## config.mk

```make
export PLATFORM = sky130hd
export DESIGN_NAME = sio_rx
export DESIGN_NICKNAME = d
export VERILOG_FILES = /design/src/rtl/sio_rx_pkg.sv /design/src/rtl/sio_rx_sync.sv /design/src/rtl/sio_rx_async.sv /design/src/rtl/sio_rx_clksync.sv /design/src/rtl/sio_rx_status.sv /design/src/rtl/sio_rx.sv
export SDC_FILE = /design/constraint.sdc
export NUM_CORES = 1
export LEC_CHECK = 0
export CORE_ASPECT_RATIO = 0.8
export CORE_MARGIN = 2
export CORE_UTILIZATION = 40
export DETAILED_ROUTE_END_ITERATION = 10
export DONT_BUFFER_PORTS = 1
export PLACE_DENSITY = 0.51
export REMOVE_ABC_BUFFERS = 1
export SYNTH_ARGS = -nofsm -noshare
export SYNTH_HDL_FRONTEND = slang
export SYNTH_SLANG_ARGS = --single-unit
```

## constraint.sdc

```tcl
create_clock -name clk -period 2.05 [get_ports clk]
set_input_delay 0.205 -clock clk [delete_from_list [all_inputs] [get_ports clk]]
set_output_delay 0.205 -clock clk [all_outputs]
set_load 0.005 [all_outputs]
```

## src/rtl/sio_rx_pkg.sv

```systemverilog
package sio_rx_pkg;

    localparam int DW  = 8;
    localparam int OSR = 16;

    typedef enum logic [1:0] {
        MODE_ASYNC = 2'b00,
        MODE_MPROC = 2'b01,
        MODE_SYNC  = 2'b10,
        MODE_RSVD  = 2'b11
    } rx_mode_e;

    typedef enum logic [1:0] {
        AS_IDLE,
        AS_START,
        AS_BITS,
        AS_STOP
    } as_state_e;

    // one completed frame as handed to the status logic
    typedef struct packed {
        logic [DW-1:0] data;
        logic          extra;
        logic          frm_bad;
    } frame_t;

    typedef struct packed {
        logic full;
        logic perr;
        logic ovr;
        logic ferr;
        logic addr;
    } status_t;

    // high when data plus parity bit does not match the selected sense
    function automatic logic parity_mismatch(input logic [DW-1:0] d,
                                             input logic pbit,
                                             input logic odd);
        return (^d) ^ pbit ^ odd;
    endfunction

    function automatic logic is_async(input rx_mode_e m);
        return m != MODE_SYNC;
    endfunction

endpackage

```

## src/rtl/sio_rx_sync.sv

```systemverilog
module sio_rx_sync #(
    parameter int          W       = 1,
    parameter int          STAGES  = 2,
    parameter logic [W-1:0] RST_VAL = '0
) (
    input  logic         clk,
    input  logic         rst,
    input  logic [W-1:0] din,
    output logic [W-1:0] dout
);
    logic [W-1:0] stage_q [STAGES];

    for (genvar s = 0; s < STAGES; s++) begin : g_stage
        if (s == 0) begin : g_first
            always_ff @(posedge clk) begin
                if (rst) stage_q[s] <= RST_VAL;
                else     stage_q[s] <= din;
            end
        end else begin : g_next
            always_ff @(posedge clk) begin
                if (rst) stage_q[s] <= RST_VAL;
                else     stage_q[s] <= stage_q[s-1];
            end
        end
    end

    assign dout = stage_q[STAGES-1];
endmodule

```

## src/rtl/sio_rx_async.sv

```systemverilog
module sio_rx_async
    import sio_rx_pkg::*;
#(
    parameter int OS = OSR
) (
    input  logic   clk,
    input  logic   rst,
    input  logic   en,
    input  logic   tick,
    input  logic   line,
    input  logic   extra_en,
    output logic   done,
    output frame_t frame
);
    localparam int TW   = $clog2(OS);
    localparam int BW   = $clog2(DW + 2);
    localparam logic [TW-1:0] T_HALF = TW'(OS / 2 - 1);
    localparam logic [TW-1:0] T_FULL = TW'(OS - 1);
    localparam logic [BW-1:0] B_LAST = BW'(DW - 1);
    localparam logic [BW-1:0] B_EXTRA = BW'(DW);

    as_state_e     state_q;
    logic [TW-1:0] tcnt_q;
    logic [BW-1:0] bcnt_q;
    logic [DW-1:0] shreg_q;
    logic          extra_q;
    logic          line_q;
    logic          fall;

    assign fall = line_q && !line;

    always_ff @(posedge clk) begin
        if (rst) begin
            state_q <= AS_IDLE;
            tcnt_q  <= '0;
            bcnt_q  <= '0;
            shreg_q <= '0;
            extra_q <= 1'b0;
            line_q  <= 1'b1;
            done    <= 1'b0;
            frame   <= '0;
        end else begin
            line_q <= line;
            done   <= 1'b0;
            if (!en) begin
                state_q <= AS_IDLE;
                tcnt_q  <= '0;
                bcnt_q  <= '0;
            end else begin
                unique case (state_q)
                    AS_IDLE: begin
                        if (fall) begin
                            state_q <= AS_START;
                            tcnt_q  <= '0;
                        end
                    end
                    AS_START: begin
                        if (tick) begin
                            if (tcnt_q == T_HALF) begin
                                tcnt_q <= '0;
                                bcnt_q <= '0;
                                state_q <= line ? AS_IDLE : AS_BITS;
                            end else begin
                                tcnt_q <= tcnt_q + 1'b1;
                            end
                        end
                    end
                    AS_BITS: begin
                        if (tick) begin
                            if (tcnt_q == T_FULL) begin
                                tcnt_q <= '0;
                                bcnt_q <= bcnt_q + 1'b1;
                                if (bcnt_q < B_EXTRA) shreg_q <= {line, shreg_q[DW-1:1]};
                                else                  extra_q <= line;
                                if ((bcnt_q == B_LAST && !extra_en) || bcnt_q == B_EXTRA)
                                    state_q <= AS_STOP;
                            end else begin
                                tcnt_q <= tcnt_q + 1'b1;
                            end
                        end
                    end
                    AS_STOP: begin
                        if (tick) begin
                            if (tcnt_q == T_FULL) begin
                                tcnt_q        <= '0;
                                state_q       <= AS_IDLE;
                                done          <= 1'b1;
                                frame.data    <= shreg_q;
                                frame.extra   <= extra_en ? extra_q : 1'b0;
                                frame.frm_bad <= !line;
                            end else begin
                                tcnt_q <= tcnt_q + 1'b1;
                            end
                        end
                    end
                    default: state_q <= AS_IDLE;
                endcase
            end
        end
    end
endmodule

```

## src/rtl/sio_rx_clksync.sv

```systemverilog
module sio_rx_clksync
    import sio_rx_pkg::*;
(
    input  logic          clk,
    input  logic          rst,
    input  logic          en,
    input  logic          sclk_s,
    input  logic          sdat_s,
    output logic          done,
    output logic [DW-1:0] data
);
    localparam int CW = $clog2(DW);
    localparam logic [CW-1:0] C_LAST = CW'(DW - 1);

    logic          sclk_q;
    logic [CW-1:0] cnt_q;
    logic [DW-1:0] shreg_q;
    logic          rise;

    assign rise = sclk_s && !sclk_q;

    always_ff @(posedge clk) begin
        if (rst) begin
            sclk_q  <= 1'b0;
            cnt_q   <= '0;
            shreg_q <= '0;
            done    <= 1'b0;
            data    <= '0;
        end else begin
            sclk_q <= sclk_s;
            done   <= 1'b0;
            if (!en) begin
                cnt_q <= '0;
            end else if (rise) begin
                shreg_q <= {sdat_s, shreg_q[DW-1:1]};
                if (cnt_q == C_LAST) begin
                    cnt_q <= '0;
                    done  <= 1'b1;
                    data  <= {sdat_s, shreg_q[DW-1:1]};
                end else begin
                    cnt_q <= cnt_q + 1'b1;
                end
            end
        end
    end
endmodule

```

## src/rtl/sio_rx_status.sv

```systemverilog
module sio_rx_status
    import sio_rx_pkg::*;
(
    input  logic          clk,
    input  logic          rst,
    input  rx_mode_e      mode,
    input  logic          par_en,
    input  logic          par_odd,
    input  logic          done,
    input  frame_t        frame,
    input  logic          rd,
    input  logic          clr,
    output status_t       st,
    output logic [DW-1:0] data
);
    logic full_eff;
    logic pe_new;
    logic fe_new;

    // a read in the same cycle frees the register for the incoming byte
    assign full_eff = st.full && !rd;
    assign pe_new   = (mode == MODE_ASYNC || mode == MODE_RSVD) && par_en
                      && parity_mismatch(frame.data, frame.extra, par_odd);
    assign fe_new   = is_async(mode) && frame.frm_bad;

    always_ff @(posedge clk) begin
        if (rst) begin
            st   <= '0;
            data <= '0;
        end else begin
            if (rd)  st.full <= 1'b0;
            if (clr) begin
                st.perr <= 1'b0;
                st.ovr  <= 1'b0;
                st.ferr <= 1'b0;
            end
            if (done) begin
                st.full <= 1'b1;
                if (full_eff) begin
                    st.ovr <= 1'b1;
                end else begin
                    data    <= frame.data;
                    st.addr <= (mode == MODE_MPROC) ? frame.extra : 1'b0;
                    if (pe_new) st.perr <= 1'b1;
                    if (fe_new) st.ferr <= 1'b1;
                end
            end
        end
    end
endmodule

```

## src/rtl/sio_rx.sv

```systemverilog
module sio_rx
    import sio_rx_pkg::*;
(
    input  logic       clk,
    input  logic       rst,
    input  logic [1:0] mode,
    input  logic       par_en,
    input  logic       par_odd,
    input  logic       os_tick,
    input  logic       rxd,
    input  logic       sclk,
    input  logic       rd_pulse,
    input  logic       err_clr,
    input  logic       ie_rx,
    input  logic       ie_err,
    output logic [7:0] rx_data,
    output logic       rx_full,
    output logic       err_par,
    output logic       err_ovr,
    output logic       err_frm,
    output logic       addr_flag,
    output logic       irq_rx,
    output logic       irq_err
);
    rx_mode_e      mode_e;
    logic [1:0]    sync_out;
    logic          line_s;
    logic          sclk_s;
    logic          as_done;
    frame_t        as_frame;
    logic          cs_done;
    logic [DW-1:0] cs_data;
    logic          frame_done;
    frame_t        frame_sel;
    status_t       st;
    logic          extra_en;

    assign mode_e   = rx_mode_e'(mode);
    assign extra_en = (mode_e == MODE_MPROC) || par_en;

    sio_rx_sync #(.W(2), .STAGES(2), .RST_VAL(2'b01)) u_sync (
        .clk  (clk),
        .rst  (rst),
        .din  ({sclk, rxd}),
        .dout (sync_out)
    );
    assign line_s = sync_out[0];
    assign sclk_s = sync_out[1];

    sio_rx_async #(.OS(OSR)) u_async (
        .clk      (clk),
        .rst      (rst),
        .en       (is_async(mode_e)),
        .tick     (os_tick),
        .line     (line_s),
        .extra_en (extra_en),
        .done     (as_done),
        .frame    (as_frame)
    );

    sio_rx_clksync u_csync (
        .clk    (clk),
        .rst    (rst),
        .en     (mode_e == MODE_SYNC),
        .sclk_s (sclk_s),
        .sdat_s (line_s),
        .done   (cs_done),
        .data   (cs_data)
    );

    assign frame_done = as_done || cs_done;
    always_comb begin
        if (cs_done) frame_sel = '{data: cs_data, extra: 1'b0, frm_bad: 1'b0};
        else         frame_sel = as_frame;
    end

    sio_rx_status u_status (
        .clk     (clk),
        .rst     (rst),
        .mode    (mode_e),
        .par_en  (par_en),
        .par_odd (par_odd),
        .done    (frame_done),
        .frame   (frame_sel),
        .rd      (rd_pulse),
        .clr     (err_clr),
        .st      (st),
        .data    (rx_data)
    );

    assign rx_full   = st.full;
    assign err_par   = st.perr;
    assign err_ovr   = st.ovr;
    assign err_frm   = st.ferr;
    assign addr_flag = st.addr;
    assign irq_rx    = ie_rx && st.full;
    assign irq_err   = ie_err && (st.perr || st.ovr || st.ferr);
endmodule

```

After elaboration in Yosys (flattened, before gate mapping). Memory sizes are Yosys's and may differ from the RTL's. Cells that the tools add are included.

Bits in registers: 65. Latch bits: 0. Bits in writable memories: 4. ROM bits: 0. Input port bits: 13. Logic and storage cells: 136. Memories kept: 1.

Memory list: u_sync.stage_q (words 2, width 2, read ports 2, clocked after Yosys merged registers in 0, write ports 2, RTL line sio_rx_sync.sv:11) `logic [W-1:0] stage_q [STAGES];`.

Add/subtract/negate cells: 3. $mul: 0. Divide/modulo/power cells: 0. Order comparisons: 1. Equality and inequality tests: 21. Shifts and indexed selects: 0. Multiplexer cells: 40. Bitwise logic cells: 11. Reductions and logical operators: 38.

Operators with widths (number): 4-bit two-way mux (9); 2-bit two-way mux (12); 5-bit AND reduction (3); 1-bit two-way mux (12); 2-bit by 1-bit != test with 1-bit output (second input constant) (6); 4-bit one-hot mux with 3 select lines (1); 10-bit two-way mux (1); 1-bit logical AND (9); 4-bit by 1-bit adder with 4-bit output (second input constant) (2); 2-bit == test (second input constant) (4); 4-bit by 3-bit == test with 1-bit output (second input constant) (2); 4-bit == test (second input constant) (2); 2-bit != test (second input constant) (4); 2-bit one-hot mux with 4 select lines (1); 4-bit one-hot mux with 2 select lines (1); 8-bit AND reduction (1); 8-bit parity (1); 1-bit inverter (7); 1-bit logical OR (6); 3-bit two-way mux (2); 3-bit AND reduction (2); 2-bit OR reduction (3); 5-bit two-way mux (1); 2-bit by 1-bit == test with 1-bit output (second input constant) (2); 12 further kinds (20).

Longest topological paths before layout. Gate-level depths: netlist (run 1).

Depth after elaboration: 9. Mapped depth: 7. Depth with buffers taken out: 7.

Cells and area by module. A second synthesis (run 1) with hierarchy kept.

Cell total of the unflattened synthesis: 324. Area, all modules: 2974.1 um^2.

Modules (own cells, without submodules): sio_rx_async (times used 1, cells an instance 141, area an instance 1335.0 um^2, sequential area each 620.6 um^2); sio_rx_clksync (times used 1, cells an instance 87, area an instance 739.5 um^2, sequential area each 400.4 um^2); sio_rx_status (times used 1, cells an instance 70, area an instance 606.8 um^2, sequential area each 260.2 um^2); sio_rx (times used 1, cells an instance 18, area an instance 187.7 um^2, sequential area each 0.0 um^2); sio_rx_sync (times used 1, cells an instance 8, area an instance 105.1 um^2, sequential area each 80.1 um^2).

Worst setup path before layout (run 1). No wires, ideal clock.

Kind: register to register. Start: register u_async.tcnt_q[0]. End: register u_async.frame[2] in the netlist's numbering. Arrival time: 1.482 ns. Required time: 1.922 ns. Setup slack: 0.440 ns. Stages on the path, launching flop included: 7. Buffers on the path: 1. Cells stage by stage: dfxtp_1 ha_1 and4_1 nand4b_1 buf_2 mux2i_1 nor2_1.

Word-level cells in the longest chain between the ends: 2.

Ends and longest elaborated chain: start: declaration (RTL line sio_rx_async.sv:23) `logic [TW-1:0] tcnt_q;`; start signal: assignment (RTL line sio_rx_async.sv:64) `tcnt_q <= tcnt_q + 1'b1;`; start signal: assignment (RTL line sio_rx_async.sv:78) `tcnt_q <= tcnt_q + 1'b1;`; start signal: assignment (RTL line sio_rx_async.sv:92) `tcnt_q <= tcnt_q + 1'b1;`; 4-bit == test (RTL line sio_rx_async.sv:84) `if (tcnt_q == T_FULL) begin`; 4-bit AND reduction (no line); end: declaration (RTL line sio_rx_async.sv:13) `output frame_t frame`.

Every way passes these cells. A chain may end at the register's enable or synchronous reset.

Final worst setup path (run 1).
Start: register u_async.tcnt_q[0]. End: register u_async.frame[7] in the netlist's numbering.

The elaborated chain is that of the path after synthesis.

==> results of run 1 <==
## power by group
group	switching, mW	internal [mW]	total [mW]
sequential	0.00564	1.33	1.33
combinational	0.0440	0.0287	0.0727
clock	0.501	0.624	1.13
total	0.551	1.98	2.53
## final timing paths
path	startpoint	to	cells after the start
worst min-delay path	err_clr	u_status.st[3]	3
worst min register to register	u_sync.stage_q[0][0]	u_sync.stage_q[1][0]	1
worst max-delay path	u_async.tcnt_q[0]	u_async.frame[7]	6
worst max register to register	u_async.tcnt_q[0]	u_async.frame[7]	6
## sequential cells by signal, summed over array words and instances, names as in the netlist, named ones only
register and cells:
u_csync.sclk_q 1, u_async.extra_q 1, u_csync.shreg_q 7, u_async.bcnt_q 4
u_async.line_q 1, u_async.state_q 1, u_csync.data 8, u_status.st 5
u_csync.done 1, u_status.data 8, u_async.shreg_q 8, u_async.tcnt_q 4
u_async.frame 10, u_async.done 1, u_csync.cnt_q 3, u_sync.stage_q 4
## cells in the mapped netlist, types with 2 or more instances
cell | instances | area, µm²
a211oi_1 | 8 | 60.1
a21oi_1 | 30 | 150
a22oi_1 | 2 | 15.0
a311oi_1 | 2 | 17.5
buf_1 | 2 | 7.51
buf_2 | 5 | 25.0
clkbuf_1 | 11 | 41.3
dfxtp_1 | 68 | 1360
ha_1 | 7 | 87.6
inv_1 | 8 | 30.0
mux2i_1 | 29 | 290
nand2_1 | 36 | 135
nand2b_1 | 3 | 18.8
nand3_1 | 14 | 70.1
nand4b_1 | 3 | 26.3
nor2_1 | 52 | 195
nor2b_1 | 6 | 37.5
nor3_1 | 8 | 40.0
o21ai_0 | 11 | 55.1
or2_2 | 4 | 25.0
or3_1 | 2 | 12.5
xnor2_1 | 4 | 35.0
xor2_1 | 7 | 61.3
## per-layer routing
layer / up-vias / track usage
li1: 1172 / -
met3: 10 / 0.0525
met2: 50 / 0.197
met4: 0 / 0.0658
met5: - / 0
met1: 1011 / 0.245
## cell families after synthesis
logic type	count (synthesis)	synth area share
adder cells (fa/ha/maj)	7	0.0293
multiplexers	30	0.101
AND/OR/NAND/NOR	138	0.221
AO/OA/AOI/OAI	59	0.115
buffers and inverters	28	0.0401
flip-flops	68	0.455
XOR/XNOR	12	0.0397
## final cells by class
type,instances,area (µm²)
clock buffers,12,155
clock inverters,4,47.5
fillers,715,4000
inverters,8,30.0
multi-input cells,246,1510
flip-flops and latches,68,1360
well taps,90,113
repair buffers,12,108
## per-stage QoR
stage / setup WS (ns) / util / power [mW] / std cells
finish: 0.294 / 0.454 / 2.53 / 440
global route: 0.0942 / 0.454 / 2.63 / 440
CTS: 0.282 / 0.454 / 2.55 / 440
detailed placement: 0.314 / 0.421 / 1.41 / 421
global placement: 0.356 / 0.421 / 1.41 / 421
floorplan: 0.169 / - / 1.40 / 322
## critical path, stage by stage, from the launching register on
cell and delay [ns]:
dfxtp_1 0.37, ha_1 0.29, and4_1 0.30, nand4b_1 0.20, buf_4 0.26, mux2i_1 0.16, nor2_1 0.05
==> flow_summary.yaml, run 1 <==
sta:
  finalSetupTns_ns: 0
  fin_crit_sh: 0.857
  finalCriticalPeriod_ns: 1.76
  clock.fmax_mhz: 569
  hold_violations: 0
  relSlewSlack: 0.623
  whs_ns: 0.0217
  fin_worst_skew_ns: 0.00577
  finalMaxSlewViolations: 0
  finalSetupViolations: 0
  worst-slew-pin-transition_ns: 0.565
  grt_setup_unrepaired: "no"
clock_tree:
  ctsHtreeMaxLevel: 3
  postCtsSetupBuffers: 0
  clock_sinks: 68
  cts_resized: 0
  root_buffer: "clkbuf_8"
  clk_path_buf_depth: 2
  cts_tree: "yes"
  cts_buffers: 9
  hold_buffers: 3
  clock_latency_ns: 0.35
  clk_pin_slew_ns: 0.07
power_and_ir_drop:
  p_leak_nw: 1.23
  p_per_area_mw_per_mm2: 761
  peakVddDrop_mv: 0.342
final_layout:
  postLayoutCellArea_mm2: 0.00333
  syn2layout_area_growth_pct: 11.1
  mostFrequentLayoutCells: "dfxtp_1 (68), nor2_1 (52), nand2_1 (36), a21oi_1 (30), mux2i_1 (29)"
  final_common_cell: "dfxtp_1"
  drive_above_1_share: 0.0971
  diodes: 0
  finalNetCount: 365
detailed_routing:
  dr_total_vias: 2243
  vias_per_cell: 5.10
  top_layer_used: "met4"
  drt_iter0_markers: 88
  wl_met3_um: 331
  wl_per_cell_um: 13.8
  wl_met1_mm: 3.43
  ant_nets: 0
  firstDrtPassIters: 4
  drc: 0
  dr_wl_met2_mm: 2.22
  wl_mm: 6.06
grt:
  grt_pass1_vias: 1938
  overflow: 0
  grt_max_degree: 55
  grt_pass1_wl_mm: 9.83
  antenna_found_initial: 0
  grt.total_usage: 0.160
place:
  io_buffers: 0
  gp_congestion: 0.733
  dp_hpwl_mm: 4.16
  dpl_cell_area_mm2: 0.00308
setup_path:
  required_ns: 2.28
  worst_ep_arrival_time_ns: 1.99
  crit_path_start_kind: "flop"
  end_kind: "flop"
  worstPathMaxFanout: 10
  reg2reg_setup_slack_ns: 0.29
  critical_path_class: "flop to flop"
logic_synthesis:
  async_flop_share: 0
  synth-main-ff-cell: "dfxtp_1"
  synth_cells: 342
  syn_area_mm2: 0.00299
  avgSynthCellArea_um2: 8.75
  synth_cell_types: 43
  synth_edf_count: 0
  synth-seq-cells: 68
  synth.yosys.seq_area_share: 0.455
  ys_warn_count: 0
die:
  die_area_mm2: 0.00819
  core-area_mm2: 0.00732
  die_w_um: 101
  die_h_um: 81.4
  io-pin-count: 28
  start_util: 0.409
  rows: 28
hold_path:
  hold_path_class: "primary input to flop"
flow_run:
  cap_viol_max_count: 0
outcome:
  status: "finished clean"
(Power assumes the default switching activity.)
==> inputs of run 2 (changes only) <==
Settings changed: HOLD_SLACK_MARGIN from default to 0.12.
==> run 2 against run 1 <==
Effect of this change: clock power about the same; sequential power about the same; register-to-register slack about the same; fmax decreased by 0.25%; worst setup slack lost 0.0044 ns; die area did not move; combinational power up 7.4%; sequential cell count stayed put; count of clock-buffer cells in the layout did not move; critical path depth unchanged; hold slack gained 0.12 ns.
==> flow_summary.yaml, run 2 (same netlist as run 1, synthesis figures left out) <==
outcome:
  status: "finished clean"
place:
  dpl_cell_area_mm2: 0.00308
  gp_congestion: 0.733
  io_buffers: 0
  place_inst: 421
  post-place-ws_ns: 0.314
  dp_hpwl_mm: 4.16
grt:
  grt_max_degree: 58
  grt_pass1_vias: 1960
  grt_pass1_wl_mm: 9.87
  grt.total_usage: 0.159
  antenna_found_initial: 0
  overflow: 0
power_and_ir_drop:
  p_clk_frac: 0.443
  pwr-share-seq: 0.526
  peakVddDrop_mv: 0.342
  p_switching_mw: 0.549
  p_leak_nw: 1.25
  p_sw_frac: 0.217
  p_per_area_mw_per_mm2: 752
  combinationalPowerShare: 0.031
  total_power_mw: 2.53
  p_int_mw: 1.98
final_layout:
  stdcell_count: 444
  largest_reg_flops: 10
  fill_cells: 711
  postLayoutCellArea_mm2: 0.00337
  mostFrequentLayoutCells: "dfxtp_1 (68), nor2_1 (52), nand2_1 (36), a21oi_1 (30), mux2i_1 (29)"
  seqCellArea_mm2: 0.00136
  finalNetCount: 369
  largest_register: "u_async.frame"
  multiInputGateArea_mm2: 0.00151
  drive_above_1_share: 0.0960
  diodes: 0
  syn2layout_area_growth_pct: 12.5
  fin_util: 0.460
  final_common_cell: "dfxtp_1"
die:
  rows: 28
  io-pin-count: 28
  die_w_um: 101
  start_util: 0.409
  die_h_um: 81.4
  die_area_mm2: 0.00819
  core-area_mm2: 0.00732
sta:
  whs_ns: 0.137
  relSlewSlack: 0.614
  hold_violations: 0
  finalSetupViolations: 0
  finalMaxSlewViolations: 0
  finalCriticalPeriod_ns: 1.76
  finalSetupTns_ns: 0
  clock.fmax_mhz: 568
  fin_crit_sh: 0.859
  grt_setup_unrepaired: "no"
  worst-slew-pin-transition_ns: 0.578
  fin_worst_skew_ns: 0.00540
  worst_slack_ns: 0.289
setup_path:
  reg2reg_depth: 6
  cp_cell_sequence: "ha_1 -> and4_1 -> nand4b_1 -> buf_4 -> mux2i_1 -> nor2_1"
  max_stage_delay_ns: 0.37
  crit_path_start_kind: "flop"
  r2r_end: "u_async.frame[7]"
  cpMaxStageDelayCell: "dfxtp_1"
  critical_path_class: "flop to flop"
  worstPathMaxFanout: 10
  required_ns: 2.28
  rr_startpoint: "u_async.tcnt_q[0]"
  reg2reg_setup_slack_ns: 0.29
  end_kind: "flop"
  cp-startpoint: "u_async.tcnt_q[0]"
  worst_ep_arrival_time_ns: 1.99
detailed_routing:
  wl_per_cell_um: 13.6
  dr_total_vias: 2275
  drt_iter0_markers: 90
  vias_per_cell: 5.12
  firstDrtPassIters: 5
  ant_nets: 0
  wl_mm: 6.04
  drc: 0
flow_run:
  cap_viol_max_count: 0
clock_tree:
  clock_latency_ns: 0.35
  cts_buffers: 9
  ctsHtreeMaxLevel: 3
  cts_resized: 0
  postCtsSetupBuffers: 0
  clk_pin_slew_ns: 0.07
  clock_sinks: 68
  root_buffer: "clkbuf_8"
  cts_tree: "yes"
  clk_path_buf_depth: 2
hold_path:
  hold_path_class: "primary input to flop"
  hold_end: "u_async.bcnt_q[2]"
  hold_start: "os_tick"
  min_path_cells: 3
run 2: timing repair:
action,CTS,global route
endpoints found under the setup margin,0,0
endpoints found under the hold margin,59,0
hold buffers,7,0
run 2: worst max-delay path: cells and delay by family, from the launching register on:
family / cells / cell delay, ns
buffers and inverters: 1 / 0.26
AND/OR/NAND/NOR: 3 / 0.56
flip-flops: 1 / 0.37
adder cells (fa/ha/maj): 1 / 0.28
multiplexers: 1 / 0.16
run 2: final cells by class:
class,count,share of cell area
inverters,8,0.00892
repair buffers,16,0.0439
well taps,90,0.0335
multi-input cells,246,0.449
clock buffers,12,0.0461
flip-flops and latches,68,0.404
clock inverters,4,0.0141
run 2: per-layer routing:
metal,wire length [µm],track usage,up-vias
li1,-,-,1180
met1,3340,0.242,1035
met2,2280,0.200,49
met3,321,0.0516,11
met4,87,0.0658,0
met5,0,0,-
run 2: worst max-delay path by stage:
stage / slack [ns] / depth (start not counted) / to
2_1_floorplan: 0.17 / 6 / u_async.frame[1]
3_3_place_gp: 0.36 / 5 / u_async.shreg_q[2]
3_5_place_dp: 0.31 / 6 / u_async.frame[9]
4_1_cts: 0.28 / 6 / u_async.frame[7]
5_1_grt: 0.09 / 6 / u_async.frame[5]
6_report: 0.29 / 6 / u_async.frame[7]
run 2: power by group through the flow:
stage | combinational [mW] | clock, mW | sequential (mW)
after detailed placement | 0.0500 | 0 | 1.36
after global placement | 0.0507 | 0 | 1.36
final | 0.0781 | 1.12 | 1.33
after CTS | 0.0793 | 1.15 | 1.33
after global routing | 0.0864 | 1.22 | 1.33
after floorplan | 0.0349 | 0 | 1.36
